==> config.mk <==
export PLATFORM = sky130hd
export DESIGN_NAME = iommu_cfg_regs
export DESIGN_NICKNAME = d
export VERILOG_FILES = /design/src/rtl/iommu_regs_pkg.sv /design/src/rtl/iommu_cfg_decode.sv /design/src/rtl/iommu_cfg_datapath.sv /design/src/rtl/iommu_cfg_regs.sv
export SDC_FILE = /design/constraint.sdc
export NUM_CORES = 1
export LEC_CHECK = 0
export ABC_AREA = 0
export BUFFER_PORTS_ARGS = -buffer_cell sky130_fd_sc_hd__buf_2
export CORE_MARGIN = 8
export CORE_UTILIZATION = 40
export CTS_CLUSTER_DIAMETER = 30
export DETAILED_ROUTE_END_ITERATION = 6
export HOLD_SLACK_MARGIN = 0.15
export PLACE_DENSITY_LB_ADDON = 0.3
export SYNTH_ARGS = -nofsm -noshare
export SYNTH_HDL_FRONTEND = slang
export SYNTH_SLANG_ARGS = --single-unit
==> constraint.sdc <==
create_clock -name clk -period 4.8 [get_ports clk]
set_input_delay 1.2 -clock clk [delete_from_list [all_inputs] [get_ports clk]]
set_output_delay 1.2 -clock clk [all_outputs]
set_load 0.02 [all_outputs]
==> src/rtl/iommu_regs_pkg.sv <==
package iommu_regs_pkg;
  localparam int REG_W     = 64;
  localparam int HALF_W    = REG_W / 2;
  localparam int NUM_REGS  = 2;  // 0: control word, 1: table base
  localparam int REG_IDX_W = (NUM_REGS > 1) ? $clog2(NUM_REGS) : 1;

  typedef enum logic [1:0] {
    RD_ZERO  = 2'd0,
    RD_FULL  = 2'd1,
    RD_UPPER = 2'd2,
    RD_LOWER = 2'd3
  } rdShape_e;

  // strobes from the decoder to the register datapath
  typedef struct packed {
    logic [NUM_REGS-1:0]  wrUpper;
    logic [NUM_REGS-1:0]  wrLower;
    logic                 upperFromHigh;  // 8-byte write: upper half takes wdata[63:32]
    logic                 rdLoad;
    rdShape_e             rdShape;
    logic [REG_IDX_W-1:0] rdIdx;
  } regStrobe_t;
endpackage

==> src/rtl/iommu_cfg_decode.sv <==
module iommu_cfg_decode
  import iommu_regs_pkg::*;
#(
  parameter int ADDR_W = 8
) (
  input  logic [ADDR_W-1:0] busAddr,
  input  logic              busWe,
  input  logic              busRe,
  input  logic              busSize8,
  output regStrobe_t        strobe
);
  localparam int SLOT_W = ADDR_W - 3;

  logic [SLOT_W-1:0] slot;
  logic [2:0]        sub;
  logic              isAligned;
  logic              isPlus4;
  logic              regSpace;
  logic [NUM_REGS-1:0] slotHit;

  assign slot      = busAddr[ADDR_W-1:3];
  assign sub       = busAddr[2:0];
  assign isAligned = (sub == 3'd0);
  assign isPlus4   = (sub == 3'd4);
  assign regSpace  = (slot < SLOT_W'(NUM_REGS));

  for (genvar i = 0; i < NUM_REGS; i++) begin : g_hit
    assign slotHit[i] = (slot == SLOT_W'(i));
    // upper half: any size at the aligned offset
    assign strobe.wrUpper[i] = busWe && slotHit[i] && isAligned;
    // lower half: 8-byte aligned, or 4-byte at +4
    assign strobe.wrLower[i] = busWe && slotHit[i] &&
                               ((isAligned && busSize8) || (isPlus4 && !busSize8));
  end

  assign strobe.upperFromHigh = busSize8;
  assign strobe.rdLoad        = busRe;
  assign strobe.rdIdx         = slot[REG_IDX_W-1:0];

  always_comb begin
    strobe.rdShape = RD_ZERO;
    if (regSpace) begin
      if (isAligned && busSize8)       strobe.rdShape = RD_FULL;
      else if (isAligned && !busSize8) strobe.rdShape = RD_UPPER;
      else if (isPlus4 && !busSize8)   strobe.rdShape = RD_LOWER;
      else                             strobe.rdShape = RD_ZERO;
    end
  end
endmodule

==> src/rtl/iommu_cfg_datapath.sv <==
module iommu_cfg_datapath
  import iommu_regs_pkg::*;
(
  input  logic             clk,
  input  logic             rstN,
  input  regStrobe_t       strobe,
  input  logic [REG_W-1:0] busWdata,
  output logic [REG_W-1:0] busRdata,
  output logic [REG_W-1:0] regOut [NUM_REGS]
);
  logic [HALF_W-1:0] upperQ [NUM_REGS];
  logic [HALF_W-1:0] lowerQ [NUM_REGS];
  logic [HALF_W-1:0] upperIn;

  assign upperIn = strobe.upperFromHigh ? busWdata[REG_W-1:HALF_W] : busWdata[HALF_W-1:0];

  for (genvar i = 0; i < NUM_REGS; i++) begin : g_reg
    always_ff @(posedge clk) begin
      if (!rstN) begin
        upperQ[i] <= '0;
        lowerQ[i] <= '0;
      end else begin
        if (strobe.wrUpper[i]) upperQ[i] <= upperIn;
        if (strobe.wrLower[i]) lowerQ[i] <= busWdata[HALF_W-1:0];
      end
    end
    assign regOut[i] = {upperQ[i], lowerQ[i]};


    lower_keep_chk: assert property (@(posedge clk) disable iff (!rstN)
      (strobe.wrUpper[i] && !strobe.wrLower[i]) |=> $stable(lowerQ[i]));

    upper_keep_chk: assert property (@(posedge clk) disable iff (!rstN)
      (strobe.wrLower[i] && !strobe.wrUpper[i]) |=> $stable(upperQ[i]));

    full_write_chk: assert property (@(posedge clk) disable iff (!rstN)
      (strobe.wrUpper[i] && strobe.wrLower[i]) |=> (regOut[i] == $past(busWdata)));
  end

  logic [REG_W-1:0] selReg;
  logic [REG_W-1:0] rdNext;
  assign selReg = regOut[strobe.rdIdx];

  always_comb begin
    unique case (strobe.rdShape)
      RD_FULL:  rdNext = selReg;
      RD_UPPER: rdNext = {{HALF_W{1'b0}}, selReg[REG_W-1:HALF_W]};
      RD_LOWER: rdNext = {{HALF_W{1'b0}}, selReg[HALF_W-1:0]};
      default:  rdNext = '0;
    endcase
  end

  always_ff @(posedge clk) begin
    if (!rstN)              busRdata <= '0;
    else if (strobe.rdLoad) busRdata <= rdNext;
  end


  rdata_hold_chk: assert property (@(posedge clk) disable iff (!rstN)
    !strobe.rdLoad |=> $stable(busRdata));
endmodule

==> src/rtl/iommu_cfg_regs.sv <==
module iommu_cfg_regs
  import iommu_regs_pkg::*;
#(
  parameter int ADDR_W = 8
) (
  input  logic              clk,
  input  logic              rstN,
  input  logic [ADDR_W-1:0] busAddr,
  input  logic              busWe,
  input  logic              busRe,
  input  logic              busSize8,
  input  logic [REG_W-1:0]  busWdata,
  output logic [REG_W-1:0]  busRdata,
  output logic [REG_W-1:0]  ctrlWord,
  output logic [REG_W-1:0]  tableBase
);
  regStrobe_t       strobe;
  logic [REG_W-1:0] regOut [NUM_REGS];

  iommu_cfg_decode #(.ADDR_W(ADDR_W)) u_decode (
    .busAddr (busAddr),
    .busWe   (busWe),
    .busRe   (busRe),
    .busSize8(busSize8),
    .strobe  (strobe)
  );

  iommu_cfg_datapath u_datapath (
    .clk     (clk),
    .rstN    (rstN),
    .strobe  (strobe),
    .busWdata(busWdata),
    .busRdata(busRdata),
    .regOut  (regOut)
  );

  assign ctrlWord  = regOut[0];
  assign tableBase = regOut[1];

  logic flushAddr;
  assign flushAddr = (busAddr[ADDR_W-1:3] == (ADDR_W-3)'(NUM_REGS));


  flush_write_ignored_chk: assert property (@(posedge clk) disable iff (!rstN)
    (busWe && flushAddr) |=> ($stable(ctrlWord) && $stable(tableBase)));

  flush_read_zero_chk: assert property (@(posedge clk) disable iff (!rstN)
    (busRe && flushAddr) |=> (busRdata == '0));

  idle_stable_chk: assert property (@(posedge clk) disable iff (!rstN)
    !busWe |=> ($stable(ctrlWord) && $stable(tableBase)));
endmodule

==> key figures <==
Status
  • Outcome: completed

Floorplanning
  • Initial cell density of the core: 40.7%
  • Chip height: approximately 160 µm
  • Core footprint: 21,000 µm²
  • Num rows: 53
  • Io pins: between 200 and 300
  • Die Wd: about 160 µm
  • Die ar.: ~26,000 µm²

Placement
  • Post-DP HPWL: 18,600 µm
  • Routability cong.: roughly 0.77
  • Worst slack, placed: ~1100 ps
  • Placed instance count: ~1.2k
  • Port-buffer cells: roughly 270
  • Post-DP Area: ~10,000 µm²

Timing
  • Slew @ Worst Pin: roughly 1200 ps
  • Relative slew slack: ~17%
  • Final WS setup: around 1600 ps
  • Tcrit/Tclk final: 66.5%
  • Setup TNS: 0 ps
  • Unrepaired setup endpoints after global routing: false
  • Clk_skew: ~11 ps
  • Worst hold slack: ~480 ps
  • Fin crit period: 3190 ps
  • Peak Freq: between 0.3 and 0.4 GHz
  • Final setup viols: 0
  • Final Slew Violations: 0
  • Final hold viol count: 0

Critical path
  • Crit path DAT: around 3300 ps
  • CP Capture Type: flop
  • WS Path Type: input pin to flop
  • CP endpoint: u_datapath.lowerQ[0][20]
  • Worst r2r src: u_datapath.upperQ[1][18]
  • Worst reg-to-reg setup slack: approximately 3500 ps
  • Req. time, crit path: between 4000 and 5000 ps
  • R2R depth: 3
  • Critical path peak fanout: 33
  • RR Endpoint: u_datapath.busRdata[18]
  • Worst Setup SP: busSize8
  • Crit start category: input pin

Synth
  • Cells after synthesis: 655
  • Register bit total from synthesis: between 150 and 200
  • Mapped Avg Cell Area: between 10 and 15 µm²
  • Mux cell area share after synthesis: around 17%
  • Main combinational cell family by area after synthesis: multiplexers
  • Area share of fa/ha/maj cells after synthesis: 0%
  • Compound-Gate Fraction of Synth Area: slightly above 7%
  • Post-synthesis xor/xnor area fraction: 0.103%
  • Yosys warns: 0
  • Syn Nets: roughly 730
  • Synth cell types: 30
  • Synthesized area: approximately 8500 µm²
  • Register area share after synthesis: between 60% and 70%
  • Post-synthesis simple-gate area fraction: 10.6%

Power
  • Int Power: between 2 and 3 mW
  • Clock power frac: roughly two fifths
  • Psw: approximately 0.92 mW
  • Comb pwr share: between 10% and 20%
  • Pwr/cell area: approximately 340 nW/µm²
  • Sequential power share: between 50 and 60%
  • Worst IR drop on VDD: 213 µV
  • Leak pwr: roughly 4.5 nW
  • Pwr Total: roughly 3.7 mW
  • Sw frac: ~25%

CTS
  • CTS clk-pin slew, worst paths: about 70 ps
  • H-tree lvl count: 4
  • Hold_buf cts: 0
  • Buffer depth of the longest clock path: 2
  • # Post-CTS Setup Buffers: 0
  • Post-CTS Resized: 0
  • Clock Latency Late Sink: roughly 430 ps
  • Total CTS buffers: 17
  • Root Buffer: clkbuf_16
  • Clock sinks: 192
  • CTS tree: done

Route
  • ANT nets after route: 0
  • Initial DRC Count: 538
  • WL/cell: about 23 µm
  • Drt pass-1 iters: 5
  • Vias: roughly 6.3k
  • DR DRC count: 0
  • Drt via density: roughly 5.3
  • WL final: ~27,000 µm

Layout
  • Most frequent cells in the layout: 267 x buf_2, 128 x edfxtp_1, 80 x mux2_2, 65 x nor3_1, 65 x nor2_1
  • Fraction of layout instances using a drive strength above 1: 45.0%
  • Most common cell after layout, fill and taps aside: buf_2
  • Synthesis-to-finish area growth: 24.8%
  • Core Util, Final: between 50% and 60%
  • Cell area after layout: 10,700 µm²
  • NumNets Final: roughly 1,000
  • Final std cells w/o fill: ~1.2k

Global routing
  • Antenna violations before repair: 0
  • Largest net degree at the start of global routing: between 60 and 70
  • First-pass GRT wire length: a little over 40,000 µm
  • Vias in the first global route: between 6k and 7k
  • GRT Overall Usage: about a fifth
  • Global route overflow: 0

Flow run
  • Max_cap viols: 0

Worst hold path
  • Hold Path Class: flop to flop
## cells by family (layout without fill, tap and decap cells)
logic type | Yosys count | after routing
buffers and inverters | 88 | 346
other | 0 | 1
AO/OA/AOI/OAI | 68 | 68
AND/OR/NAND/NOR | 178 | 178
flip-flops | 192 | 192
XOR/XNOR | 1 | 1
multiplexers | 128 | 128
## worst min path at each step
stage / depth (start not counted) / slack (ps) / endpoint / start
6_report: 1 / 480 / u_datapath.busRdata[25] / u_datapath.busRdata[25]
5_1_grt: 1 / 500 / u_datapath.busRdata[4] / u_datapath.busRdata[4]
4_1_cts: 1 / 480 / u_datapath.busRdata[14] / u_datapath.busRdata[14]
3_5_place_dp: 1 / 460 / u_datapath.busRdata[9] / u_datapath.busRdata[9]
3_3_place_gp: 1 / 460 / u_datapath.busRdata[17] / u_datapath.busRdata[17]
2_1_floorplan: 1 / 590 / u_datapath.busRdata[18] / u_datapath.busRdata[18]
## registers in the layout, summed over array words and instances (netlist names)
| register | count |
|---|---|
| u_datapath.busRdata | 64 |
| u_datapath.lowerQ | 64 |
| u_datapath.upperQ | 64 |
## cell usage after synthesis
cell type	number	area, µm²
clkbuf_2	1	5.00
buf_2	8	40.0
buf_1	2	7.51
and2_1	2	12.5
nor2b_1	33	206
nand3b_1	1	7.51
mux2_1	6	67.6
a32o_1	32	320
nand2_1	4	15.0
or4_1	1	7.51
nor2_1	65	244
buf_6	9	101
xor2_1	1	8.76
nand4_1	1	6.26
and4_1	1	8.76
buf_4	7	52.6
inv_1	32	120
edfxtp_1	128	3840
mux2_2	80	901
a22o_1	32	280
nand3b_4	1	20.0
mux2i_1	32	320
mux2_4	10	150
dfxtp_1	64	1280
nand3_1	1	5.00
clkbuf_1	29	109
nor4_4	2	42.5
and3_1	1	6.26
nor3_1	65	325
o21ai_0	4	20.0
## power by group through the flow
stage	clock, mW	sequential, mW	combinational (mW)
after global routing	1.49	1.86	0.433
after floorplan	0	1.96	0.170
after detailed placement	0	1.89	0.409
after CTS	1.42	1.85	0.411
after global placement	0	1.89	0.407
final	1.40	1.85	0.405
## layer usage
metal,GRT usage (%),wire (µm),up-vias
li1,-,-,2907
met1,24.6,11500,3100
met2,35.1,13300,255
met3,5.24,1940,31
met4,6.48,472,0
met5,0,0,-
## cell type report
cell class / instances / area, µm²
Fill cell: 1930 / 10300
Tap cell: 275 / 344
Clock inverter: 10 / 103
Clock buffer: 22 / 475
Antenna cell: 1 / 2.50
Sequential cell: 192 / 5120
Multi-Input combinational cell: 375 / 3040
Inverter: 32 / 120
Timing Repair Buffer: 282 / 1450
## critical path, cell delays in order
cell	delay [ps]
buf_2	490
xor2_1	270
nand3b_1	100
buf_4	290
o21ai_4	510
buf_4	390
Power figures use the tool's default switching activity.
